===== config.mk =====
export PLATFORM = sky130hd
export DESIGN_NAME = fpsgn_unit
export DESIGN_NICKNAME = d
export VERILOG_FILES = /design/src/rtl/fpsgn_pkg.sv /design/src/rtl/fpsgn_wdec.sv /design/src/rtl/fpsgn_lane.sv /design/src/rtl/fpsgn_oreg.sv /design/src/rtl/fpsgn_unit.sv
export SDC_FILE = /design/constraint.sdc
export NUM_CORES = 1
export LEC_CHECK = 0
export ABC_AREA = 0
export CAP_MARGIN = 20
export CELL_PAD_IN_SITES_DETAIL_PLACEMENT = 2
export CELL_PAD_IN_SITES_GLOBAL_PLACEMENT = 2
export CORE_MARGIN = 4
export CORE_UTILIZATION = 21
export CTS_CLUSTER_DIAMETER = 40
export DETAILED_ROUTE_END_ITERATION = 6
export HOLD_SLACK_MARGIN = 0.1
export PLACE_DENSITY_LB_ADDON = 0.15
export SETUP_SLACK_MARGIN = 0.2
export SKIP_CTS_REPAIR_TIMING = 1
export SYNTH_ARGS = -nofsm -noshare
export SYNTH_HDL_FRONTEND = slang
export SYNTH_SLANG_ARGS = --single-unit

===== constraint.sdc =====
create_clock -name clk -period 2.8 [get_ports clk]
set_clock_uncertainty 0.15 [all_clocks]
set_input_delay 0.56 -clock clk [delete_from_list [all_inputs] [get_ports clk]]
set_output_delay 0.56 -clock clk [all_outputs]
set_load 0.01 [all_outputs]

===== src/rtl/fpsgn_pkg.sv =====
package fpsgn_pkg;

    localparam int unsigned ELEM_MAX_W = 64;
    localparam int unsigned NARROW_W   = ELEM_MAX_W / 2;
    localparam int unsigned WSEL_W     = 4;
    localparam int unsigned NUM_WIDTHS = 2;

    typedef enum logic [1:0] {
        SGN_COPY  = 2'd0,
        SGN_FLIP  = 2'd1,
        SGN_XOR   = 2'd2,
        SGN_MERGE = 2'd3
    } sgn_op_e;

    typedef enum logic [1:0] {
        EW_NONE   = 2'd0,
        EW_NARROW = 2'd1,
        EW_WIDE   = 2'd2
    } ew_e;

    typedef struct packed {
        logic                  valid;
        logic                  illegal;
        logic [ELEM_MAX_W-1:0] data;
    } sgn_res_t;

    // Choose the sign of the result from the two operand signs.
    function automatic logic pick_sign(sgn_op_e op, logic sign_a, logic sign_b);
        logic s;
        unique case (op)
            SGN_COPY: s = sign_b;
            SGN_FLIP: s = ~sign_b;
            SGN_XOR:  s = sign_a ^ sign_b;
            default:  s = sign_b;
        endcase
        return s;
    endfunction

endpackage


===== src/rtl/fpsgn_wdec.sv =====
module fpsgn_wdec
    import fpsgn_pkg::*;
#(
    parameter int unsigned SEL_W        = WSEL_W,
    parameter int unsigned NARROW_BYTES = NARROW_W / 8,
    parameter int unsigned WIDE_BYTES   = ELEM_MAX_W / 8
) (
    input  logic [SEL_W-1:0] width_bytes,
    output ew_e              kind
);
    localparam logic [SEL_W-1:0] NB = SEL_W'(NARROW_BYTES);
    localparam logic [SEL_W-1:0] WB = SEL_W'(WIDE_BYTES);

    always_comb begin
        if (width_bytes == NB)      kind = EW_NARROW;
        else if (width_bytes == WB) kind = EW_WIDE;
        else                        kind = EW_NONE;
    end
endmodule


===== src/rtl/fpsgn_lane.sv =====
module fpsgn_lane
    import fpsgn_pkg::*;
#(
    parameter int unsigned LW = NARROW_W
) (
    input  sgn_op_e         op,
    input  logic            mask_bit,
    input  logic [LW-1:0]   a,
    input  logic [LW-1:0]   b,
    output logic [LW-1:0]   y
);
    localparam int unsigned MSB = LW - 1;

    logic sign_r;

    always_comb begin
        sign_r = pick_sign(op, a[MSB], b[MSB]);
        if (op == SGN_MERGE) y = mask_bit ? b : a;
        else                 y = {sign_r, a[MSB-1:0]};
    end
endmodule


===== src/rtl/fpsgn_oreg.sv =====
module fpsgn_oreg
    import fpsgn_pkg::*;
#(
    parameter int unsigned DW = ELEM_MAX_W
) (
    input  logic          clk,
    input  logic          rst,
    input  logic          load,
    input  logic          illegal,
    input  logic [DW-1:0] data,
    output logic          q_valid,
    output logic          q_illegal,
    output logic [DW-1:0] q_data
);
    always_ff @(posedge clk) begin
        if (rst) begin
            q_valid   <= 1'b0;
            q_illegal <= 1'b0;
            q_data    <= '0;
        end else begin
            q_valid   <= load;
            q_illegal <= load & illegal;
            if (load) q_data <= illegal ? '0 : data;
        end
    end

    // an exception is always reported as a valid element
    p_illegal_valid_r6: assert property (@(posedge clk) disable iff (rst)
        q_illegal |-> q_valid);
endmodule


===== src/rtl/fpsgn_unit.sv =====
module fpsgn_unit
    import fpsgn_pkg::*;
#(
    parameter int unsigned DW    = ELEM_MAX_W,
    parameter int unsigned SEL_W = WSEL_W
) (
    input  logic             clk,
    input  logic             rst,
    input  logic             in_valid,
    input  logic [1:0]       op,
    input  logic [SEL_W-1:0] width_bytes,
    input  logic             mask_bit,
    input  logic [DW-1:0]    src_a,
    input  logic [DW-1:0]    src_b,
    output logic             out_valid,
    output logic             out_illegal,
    output logic [DW-1:0]    out_data
);
    localparam int unsigned NW = DW / 2;
    localparam int unsigned NLANES = NUM_WIDTHS;

    sgn_op_e     op_e;
    ew_e         kind;
    logic [DW-1:0] lane_y [NLANES];
    logic [DW-1:0] sel_y;
    sgn_res_t    nxt;

    assign op_e = sgn_op_e'(op);

    fpsgn_wdec #(
        .SEL_W       (SEL_W),
        .NARROW_BYTES(NW / 8),
        .WIDE_BYTES  (DW / 8)
    ) u_wdec (
        .width_bytes(width_bytes),
        .kind       (kind)
    );

    for (genvar g = 0; g < NLANES; g++) begin : g_lane
        localparam int unsigned LW = NW * (g + 1);
        logic [LW-1:0] y_l;
        fpsgn_lane #(.LW(LW)) u_lane (
            .op      (op_e),
            .mask_bit(mask_bit),
            .a       (src_a[LW-1:0]),
            .b       (src_b[LW-1:0]),
            .y       (y_l)
        );
        if (LW < DW) begin : g_ext
            assign lane_y[g] = {{(DW-LW){1'b0}}, y_l};
        end else begin : g_full
            assign lane_y[g] = y_l;
        end
    end

    always_comb begin
        unique case (kind)
            EW_NARROW: sel_y = lane_y[0];
            EW_WIDE:   sel_y = lane_y[1];
            default:   sel_y = '0;
        endcase
        nxt.valid   = in_valid;
        nxt.illegal = (kind == EW_NONE);
        nxt.data    = sel_y;
    end

    fpsgn_oreg #(.DW(DW)) u_oreg (
        .clk      (clk),
        .rst      (rst),
        .load     (nxt.valid),
        .illegal  (nxt.illegal),
        .data     (nxt.data),
        .q_valid  (out_valid),
        .q_illegal(out_illegal),
        .q_data   (out_data)
    );

    // one-cycle latency, result only after an accepted element
    p_latency_r8: assert property (@(posedge clk) disable iff (rst)
        in_valid |=> out_valid);
    p_no_spurious_r8: assert property (@(posedge clk) disable iff (rst)
        !in_valid |=> !out_valid);
    // illegal width yields an all-zero result
    p_illegal_zero_r6: assert property (@(posedge clk) disable iff (rst)
        out_illegal |-> (out_data == '0));
    // narrow results leave the upper half zero
    p_upper_zero_r7: assert property (@(posedge clk) disable iff (rst)
        (in_valid && width_bytes == SEL_W'(NW / 8)) |=> (out_data[DW-1:NW] == '0));
    // magnitude of a wide sign operation comes from src_a
    p_mag_wide_r1: assert property (@(posedge clk) disable iff (rst)
        (in_valid && width_bytes == SEL_W'(DW / 8) && op != 2'd3)
        |=> (out_data[DW-2:0] == $past(src_a[DW-2:0])));
    // wide merge returns the operand picked by the mask
    p_merge_wide_r5: assert property (@(posedge clk) disable iff (rst)
        (in_valid && width_bytes == SEL_W'(DW / 8) && op == 2'd3)
        |=> (out_data == ($past(mask_bit) ? $past(src_b) : $past(src_a))));
endmodule


==> results of run 1 <==
==> routing by layer <==
layer,global-route usage (%),wire length [um],vias up
met5,0,0,-
met3,5.81,1200,11
met1,17.4,5280,1540
met4,4.77,157,0
li1,-,-,1537
met2,25.5,6270,128
==> path summary, 6_finish.rpt <==
kind / startpoint / to / slack [ns] / cells past startpoint
worst max-delay path: op[0] / u_oreg.q_data[11] / 0.59 / 7
worst min-delay path: u_oreg.q_data[63] / u_oreg.q_data[63] / 0.33 / 2
worst max register to register: u_oreg.q_data[31] / u_oreg.q_data[31] / 1.87 / 2
worst min register to register: u_oreg.q_data[63] / u_oreg.q_data[63] / 0.33 / 2
==> through the flow <==
stage	hold slack [ns]	util, %
floorplan	0.340	-
global placement	0.305	36.6
detailed placement	0.327	36.6
CTS	0.337	38.8
global route	0.365	38.8
finish	0.333	38.8
==> critical path, delay by kind of cell <==
family                   cells  cell delay [ns]
buffers and inverters        2             0.70
adder cells (fa/ha/maj)      1             0.31
multiplexers                 1             0.26
AO/OA/AOI/OAI                1             0.21
AND/OR/NAND/NOR              2             0.18
==> power by group <==
part	switching [mW]	total, mW	internal [mW]
Clock	0.405	1.19	0.787
Sequential	0.00691	0.961	0.954
Combinational	0.154	0.441	0.286
Total	0.567	2.59	2.03
==> flip-flops by register name (all words and copies together) (netlist names) <==
name,cells
u_oreg.q_valid,1
u_oreg.q_data,64
u_oreg.q_illegal,1
==> cells in the final DEF (no fill, tap or decap), drive strengths merged <==
master,Yosys,routed
clkbuf,10,15
o21ai,2,2
mux2i,63,63
nor2b,3,3
o32ai,1,1
clkdlybuf4s50,0,202
nand2,5,5
a221oi,1,1
nor4,1,1
buf,17,12
a2bb2oi,63,63
a211oi,2,2
nor3b,2,2
ha,3,3
mux2,2,2
nand3,2,2
bufinv,0,1
nor2,65,65
a221o,1,1
xor2,1,1
inv,3,3
dfxtp,66,66
a21oi,2,2
==> kinds of logic (layout without fill, tap and decap cells) <==
family | count (synthesis) | count (layout)
multiplexers | 65 | 65
adder cells (fa/ha/maj) | 3 | 3
AND/OR/NAND/NOR | 78 | 78
XOR/XNOR | 1 | 1
buffers and inverters | 30 | 233
flip-flops | 66 | 66
AO/OA/AOI/OAI | 72 | 72
==> cell type report <==
cell class / instances / share of cell area, %
clock buffers: 15 / 5.09
clock inverters: 1 / 0.531
inverters: 3 / 0.199
multi-input cells: 219 / 29.0
flip-flops and latches: 66 / 23.4
well taps: 184 / 4.07
repair buffers: 214 / 37.7
==> qor.txt, run 1 <==
Most used DFF post-synth -> dfxtp_1
Post-Syn Instances -> 315
Worst-path clk slew -> 0.05 ns
critical path's largest stage delay -> 0.46 ns
first-pass GRT wire length -> 19700 um
power per cell area -> 459 nW/um^2
startpoint types -> primary input
Yosys Warn Count -> 0
via count -> 3216
Final Max Slew Viols -> 0
Worst Path Arrival -> 2.27 ns
dpl hpwl -> 10100 um
Pwr Total -> 2.59 mW
Slew @ Worst Pin -> 0.386 ns
top-count cell post-synth -> dfxtp_1
DRT antenna net count -> 0
register area share after synthesis -> 42.1%
initial antenna violation count -> 0
simple-gate share of the synthesized area -> 10.4%
synthesis-stage register bit count -> 66
CTS Root Cell -> clkbuf_16
largest family of logic cells by synthesized area -> multiplexers
Routed Wire Length -> 12900 um
grt ovf -> 0
Post-Syn Area -> 3140 um^2
Worst path slowest cell -> clkdlybuf4s50_1
PnR worst setup slack -> 0.588 ns
die height -> 130 um
design area -> 5660 um^2
PortBufs -> 203
Netlist cell types -> 26
# clock sinks -> 66
Adder-Cell Fraction of Synth Area -> 1.20%
vias per inst -> 4.58
Placed Cells -> 686
crit path max fanout -> 33
drt wl/cell -> 18.4 um
final setup fails -> 0
worst-case vdd ir drop -> 242 uV
DP Worst Slack -> 0.240 ns
cts bufs inserted -> 9
Final Critical Period -> 2.21 ns
CP cell instances -> clkdlybuf4s50_1 > ha_1 > nand2_4 > buf_12 > mux2i_1 > a2bb2oi_1 > nor2_1
mux share of post-synthesis cell area -> 20.8%
Max Cap Violations -> 0
Iteration-0 DRC Markers -> 68
Worst-Skew Late Latency -> 0.33 ns
layout cells sized above 1 -> 6.18%
Synth area leader -> dfxtp_1
Core Box Area -> 14600 um^2
fin nets -> 654
ranking of synthesized cells by area -> dfxtp_1, mux2i_1, a2bb2oi_1
Hold Vio Cnt, Final -> 0
Slew Limit Headroom -> 74.3%
Worst Setup End Kind -> register
CTS tree -> yes
Seq. cell area -> 1320 um^2
Commonest cells post-synth -> dfxtp_1, nor2_1, a2bb2oi_1, mux2i_1
Filler cells -> 1558
vias in the first global route -> 3658
WS Path Type -> primary input to register
chip width -> 130 um
RSZ-0062 raised after global routing -> no
Clock Path Buffers -> 2
Area growth syn-to-layout -> 80.1%
DR pass1 iterations -> 4
area share of xor/xnor cells in the synthesized design -> 0.279%
antenna cells -> 0
min-delay worst type -> register to register
largest net degree at the start of global routing -> 34
Synthesized Nets -> 456
Max Fclk -> 452 MHz
WP data required -> 2.86 ns
period utilization -> 79.0%
num ports -> 204
H-tree depth -> 3
Area after DPL -> 5340 um^2
gr usage total -> 15.0%
status -> finished clean
fin cells -> 702
post-synthesis async set-or-reset flop share -> 0%
multi-input logic area -> 1640 um^2
full die area -> 17000 um^2
leakage -> 2.47 nW
Post-synth EDFFs -> 0
row cnt -> 44
area fraction in compound gates after synthesis -> 19.6%
starting density of the core -> 21.5%
Avg Inst Size Synth -> 9.97 um^2
share of the synthesized area in the top cell type -> 42.1%
RD Place Congestion -> 0.711
DRC Markers -> 0
setup TNS -> 0 ns
(Power assumes the default switching activity.)
==> inputs of run 2 (changes only) <==
Settings changed: CORE_UTILIZATION 21 to 18.
Clock period 2.8 ns to 2 ns, I/O delays scaled along.
==> run 2 against run 1 <==
Combinational power rose by 47%. Critical endpoint is now out_data[34]. Non-clock buffer count rose by 6. Via count rose by 0.81%. Register-to-register slack got worse by 0.84 ns. Sequential cell count did not move. Utilization fell by 3.6 points. Wire length rose by 3.2%. Total power rose by 43%. Hold slack got worse by 0.0094 ns.
==> qor.txt, run 2 (same netlist as run 1, synthesis figures left out) <==
Seq. cell area -> 1320 um^2
Routed Wire Length -> 13300 um
DR pass1 iterations -> 4
multi-input logic area -> 1690 um^2
Crit path max-delay family -> buffers and inverters
Core Box Area -> 17200 um^2
worst-case vdd ir drop -> 391 uV
die height -> 140 um
Area growth syn-to-layout -> 92.2%
DRC Markers -> 0
dpl hpwl -> 9850 um
Placed Cells -> 731
setup TNS -> 0 ns
CTS tree -> yes
crit path max fanout -> 2
RD Place Congestion -> 0.698
WS Path Type -> register to output port
Slew Limit Headroom -> 67.9%
final setup fails -> 0
PortBufs -> 203
Max Fclk -> 569 MHz
fin nets -> 660
Max Cap Violations -> 0
power per cell area -> 616 nW/um^2
startpoint types -> register
period utilization -> 87.9%
Reg with most FFs -> u_oreg.q_data
min-delay worst type -> primary input to register
row cnt -> 48
antenna cells -> 0
DRT antenna net count -> 0
via count -> 3242
Filler cells -> 1850
first-pass GRT wire length -> 20500 um
commonest non-fill, non-tap cells in the layout -> clkdlybuf4s50_1, dfxtp_1, nor2_1, dlymetal6s2s_1, a2bb2oi_1
cts bufs inserted -> 9
# clock sinks -> 66
layout cells sized above 1 -> 8.59%
Hold Vio Cnt, Final -> 0
Final Critical Period -> 1.76 ns
Pwr Total -> 3.72 mW
Worst-Skew Late Latency -> 0.33 ns
CTS Root Cell -> clkbuf_16
status -> finished clean
Clock Path Buffers -> 2
largest net degree at the start of global routing -> 42
full die area -> 19600 um^2
initial antenna violation count -> 0
critical path's largest stage delay -> 0.55 ns
RSZ-0062 raised after global routing -> no
WP data required -> 1.45 ns
Worst Setup End Kind -> output port
Final Max Slew Viols -> 0
CP cell instances -> clkdlybuf4s50_1
final core utilization -> 35.1%
grt ovf -> 0
fin cells -> 749
H-tree depth -> 3
num ports -> 204
chip width -> 140 um
worst path bufs/invs -> 1
vias in the first global route -> 3626
commonest non-fill, non-tap cell in the layout -> clkdlybuf4s50_1
Worst Path Arrival -> 1.21 ns
Iteration-0 DRC Markers -> 58
Top Registers -> u_oreg.q_data x64, u_oreg.q_illegal x1, u_oreg.q_valid x1
vias per inst -> 4.33
leakage -> 3.65 nW
Slew @ Worst Pin -> 0.481 ns
WHS -> 0.324 ns
Worst-path clk slew -> 0.05 ns
starting density of the core -> 18.3%
gr usage total -> 13.2%
Worst path slowest cell -> clkdlybuf4s50_1
Largest register FFs -> 64
drt wl/cell -> 17.8 um
run 2: cell count changes in the layout (fill, tap and decap cells not counted), sizes merged:
cell           change
dlymetal6s2s      +64
buf                +4
clkbuf             -2
clkinv             +2
bufinv             +1
clkdlybuf4s50     -64
clkinvlp           +1
run 2: per-layer routing:
layer | track usage [%] | share of wire [%]
met1 | 15.5 | 42
met2 | 22.1 | 49
met3 | 5.63 | 8.0
met4 | 3.67 | 1.1
met5 | 0 | 0
run 2: metrics by stage:
step	area (um^2)	worst slack (ns)
final	6040	0.241
after global routing	6040	0.190
after global placement	5450	-0.327
after floorplan	3140	0.324
after CTS	5770	-0.0288
after detailed placement	5450	-0.390
run 2: area by class of cell:
| cell class | instances | area share (%) |
|---|---|---|
| Timing Repair Buffer | 220 | 39.9 |
| Inverter | 3 | 0.187 |
| Sequential cell | 66 | 21.9 |
| Clock inverter | 5 | 1.29 |
| Tap cell | 225 | 4.66 |
| Multi-Input combinational cell | 219 | 28.0 |
| Clock buffer | 11 | 4.02 |
run 2: path summary, 6_finish.rpt:
check | from | to | slack (ns) | cells after the start
worst max-delay path | u_oreg.q_data[34] | out_data[34] | 0.24 | 1
worst min register to register | u_oreg.q_data[29] | u_oreg.q_data[29] | 0.33 | 2
worst min-delay path | rst | u_oreg.q_data[31] | 0.32 | 4
worst max register to register | u_oreg.q_data[31] | u_oreg.q_data[31] | 1.03 | 2
run 2: power breakdown:
group          switching, mW  internal (mW)  total, mW
Clock                  0.605           1.12       1.73
Combinational          0.227          0.420      0.647
Sequential           0.00913           1.33       1.34
Total                  0.840           2.88       3.72
==> inputs of run 3 (changes only) <==
Settings changed: CORE_MARGIN 4 to 3, GPL_TIMING_DRIVEN set to 0.
==> run 3 against run 2 <==
Total power is 2.0% lower. Largest power group unchanged. Wire length is 6.5% higher. Fmax is 3.0% lower. Sequential share of layout area is 1.3 points lower. Die area is 2.8% lower. Highest routed layer unchanged. Critical path type unchanged. Non-clock buffer count is 21 higher. Via count is 3.6% higher. Critical path depth stayed put.
==> qor.txt, run 3 (same netlist as run 1, synthesis figures left out) <==
status -> finished clean
Worst Path Arrival -> 1.26 ns
Iteration-0 DRC Markers -> 71
starting density of the core -> 18.7%
# clock sinks -> 66
Core Box Area -> 16800 um^2
Max Cap Violations -> 0
row cnt -> 47
commonest non-fill, non-tap cell in the layout -> clkdlybuf4s50_1
min-delay src -> u_oreg.q_data[63]
layout cells sized above 1 -> 16.1%
full die area -> 19100 um^2
Worst-path clk slew -> 0.06 ns
Worst Setup End Kind -> output port
RSZ-0062 raised after global routing -> yes
Crit path max-delay family -> buffers and inverters
Pwr Total -> 3.64 mW
Final Critical Period -> 1.81 ns
Slew @ Worst Pin -> 0.640 ns
chip width -> 138 um
dpl hpwl -> 10400 um
Reg with most FFs -> u_oreg.q_data
Slew Limit Headroom -> 57.3%
period utilization -> 90.6%
Max Fclk -> 552 MHz
power per cell area -> 569 nW/um^2
cts bufs inserted -> 9
critical path's largest stage delay -> 0.57 ns
DP Worst Slack -> -0.530 ns
drt wl/cell -> 18.5 um
Final Max Slew Viols -> 0
PnR worst setup slack -> 0.187 ns
startpoint types -> register
Worst path slowest cell -> clkdlybuf4s50_1
vias per inst -> 4.39
largest net degree at the start of global routing -> 11
CTS tree -> yes
final setup fails -> 0
initial antenna violation count -> 0
via count -> 3359
grt ovf -> 0
DRT antenna net count -> 0
leakage -> 3.53 nW
worst r2r src -> u_oreg.q_data[31]
first-pass GRT wire length -> 20600 um
worst-case vdd ir drop -> 393 uV
Hold Vio Cnt, Final -> 0
WP data required -> 1.45 ns
Critical path origin -> u_oreg.q_data[16]
Clock Path Buffers -> 2
PortBufs -> 203
die height -> 138 um
setup TNS -> 0 ns
H-tree depth -> 3
gr usage total -> 13.5%
Area growth syn-to-layout -> 104%
Routed Wire Length -> 14200 um
worst path bufs/invs -> 1
Worst-Skew Late Latency -> 0.33 ns
Largest register FFs -> 64
CP cell instances -> clkdlybuf4s50_1
min-delay worst type -> register to register
commonest non-fill, non-tap cells in the layout -> clkdlybuf4s50_1, dfxtp_1, nor2_1, dlymetal6s2s_1, a2bb2oi_1
DR pass1 iterations -> 4
CTS Root Cell -> clkbuf_16
antenna cells -> 0
DRC Markers -> 0
WS Path Type -> register to output port
crit path max fanout -> 2
Top Registers -> u_oreg.q_data x64, u_oreg.q_illegal x1, u_oreg.q_valid x1
RD Place Congestion -> 0.725
num ports -> 204
fin nets -> 683
fin cells -> 766
vias in the first global route -> 3734
Placed Cells -> 738
-- run 3: cell types whose count changed in the layout (fill, tap and decap cells not counted), sizes merged, moves of 2 or more --
cell           previous run  this run
buf                      16        23
clkbuf                   13        27
clkdlybuf4s50           138       149
dlymetal6s2s             64        54
nand2                     5         7
-- run 3: layout make-up --
type | count | area, um^2
buffer | 27 | 255
clock buffer | 12 | 246
clock inverter | 3 | 40.0
fill | 1791 | 10400
inverter | 3 | 11.3
multi-input combinational | 221 | 1900
sequential | 66 | 1320
tap | 220 | 275
timing repair buffer | 214 | 2350
-- run 3: power by group --
group,internal [mW],total [mW],switching (mW)
logic,0.474,0.738,0.264
clock network,0.988,1.56,0.572
registers,1.33,1.35,0.0101
total,2.80,3.64,0.846
-- run 3: final timing paths --
kind / to / slack, ns / depth (start not counted)
min reg2reg: u_oreg.q_data[63] / 0.32 / 2
max reg2reg: u_oreg.q_data[31] / 1.05 / 2
max: out_data[16] / 0.19 / 1
min: u_oreg.q_data[63] / 0.32 / 2
-- run 3: per-layer routing --
layer / wire (um) / track usage [%] / part of all wire, % / vias to the layer above
met1: 5900 / 15.7 / 42 / 1613
li1: - / - / - / 1602
met2: 6950 / 22.2 / 49 / 132
met3: 1150 / 5.97 / 8.1 / 12
met5: 0 / 0 / 0 / -
met4: 176 / 4.52 / 1.2 / 0
-- run 3: through the flow --
stage | utilization [%] | instance area (um^2) | hold slack, ns
after CTS | 34.1 | 5730 | 0.321
after global placement | 32.4 | 5450 | 0.307
after floorplan | - | 3140 | 0.340
after global routing | 38.1 | 6400 | 0.355
after detailed placement | 32.4 | 5450 | 0.312
final | 38.1 | 6400 | 0.317
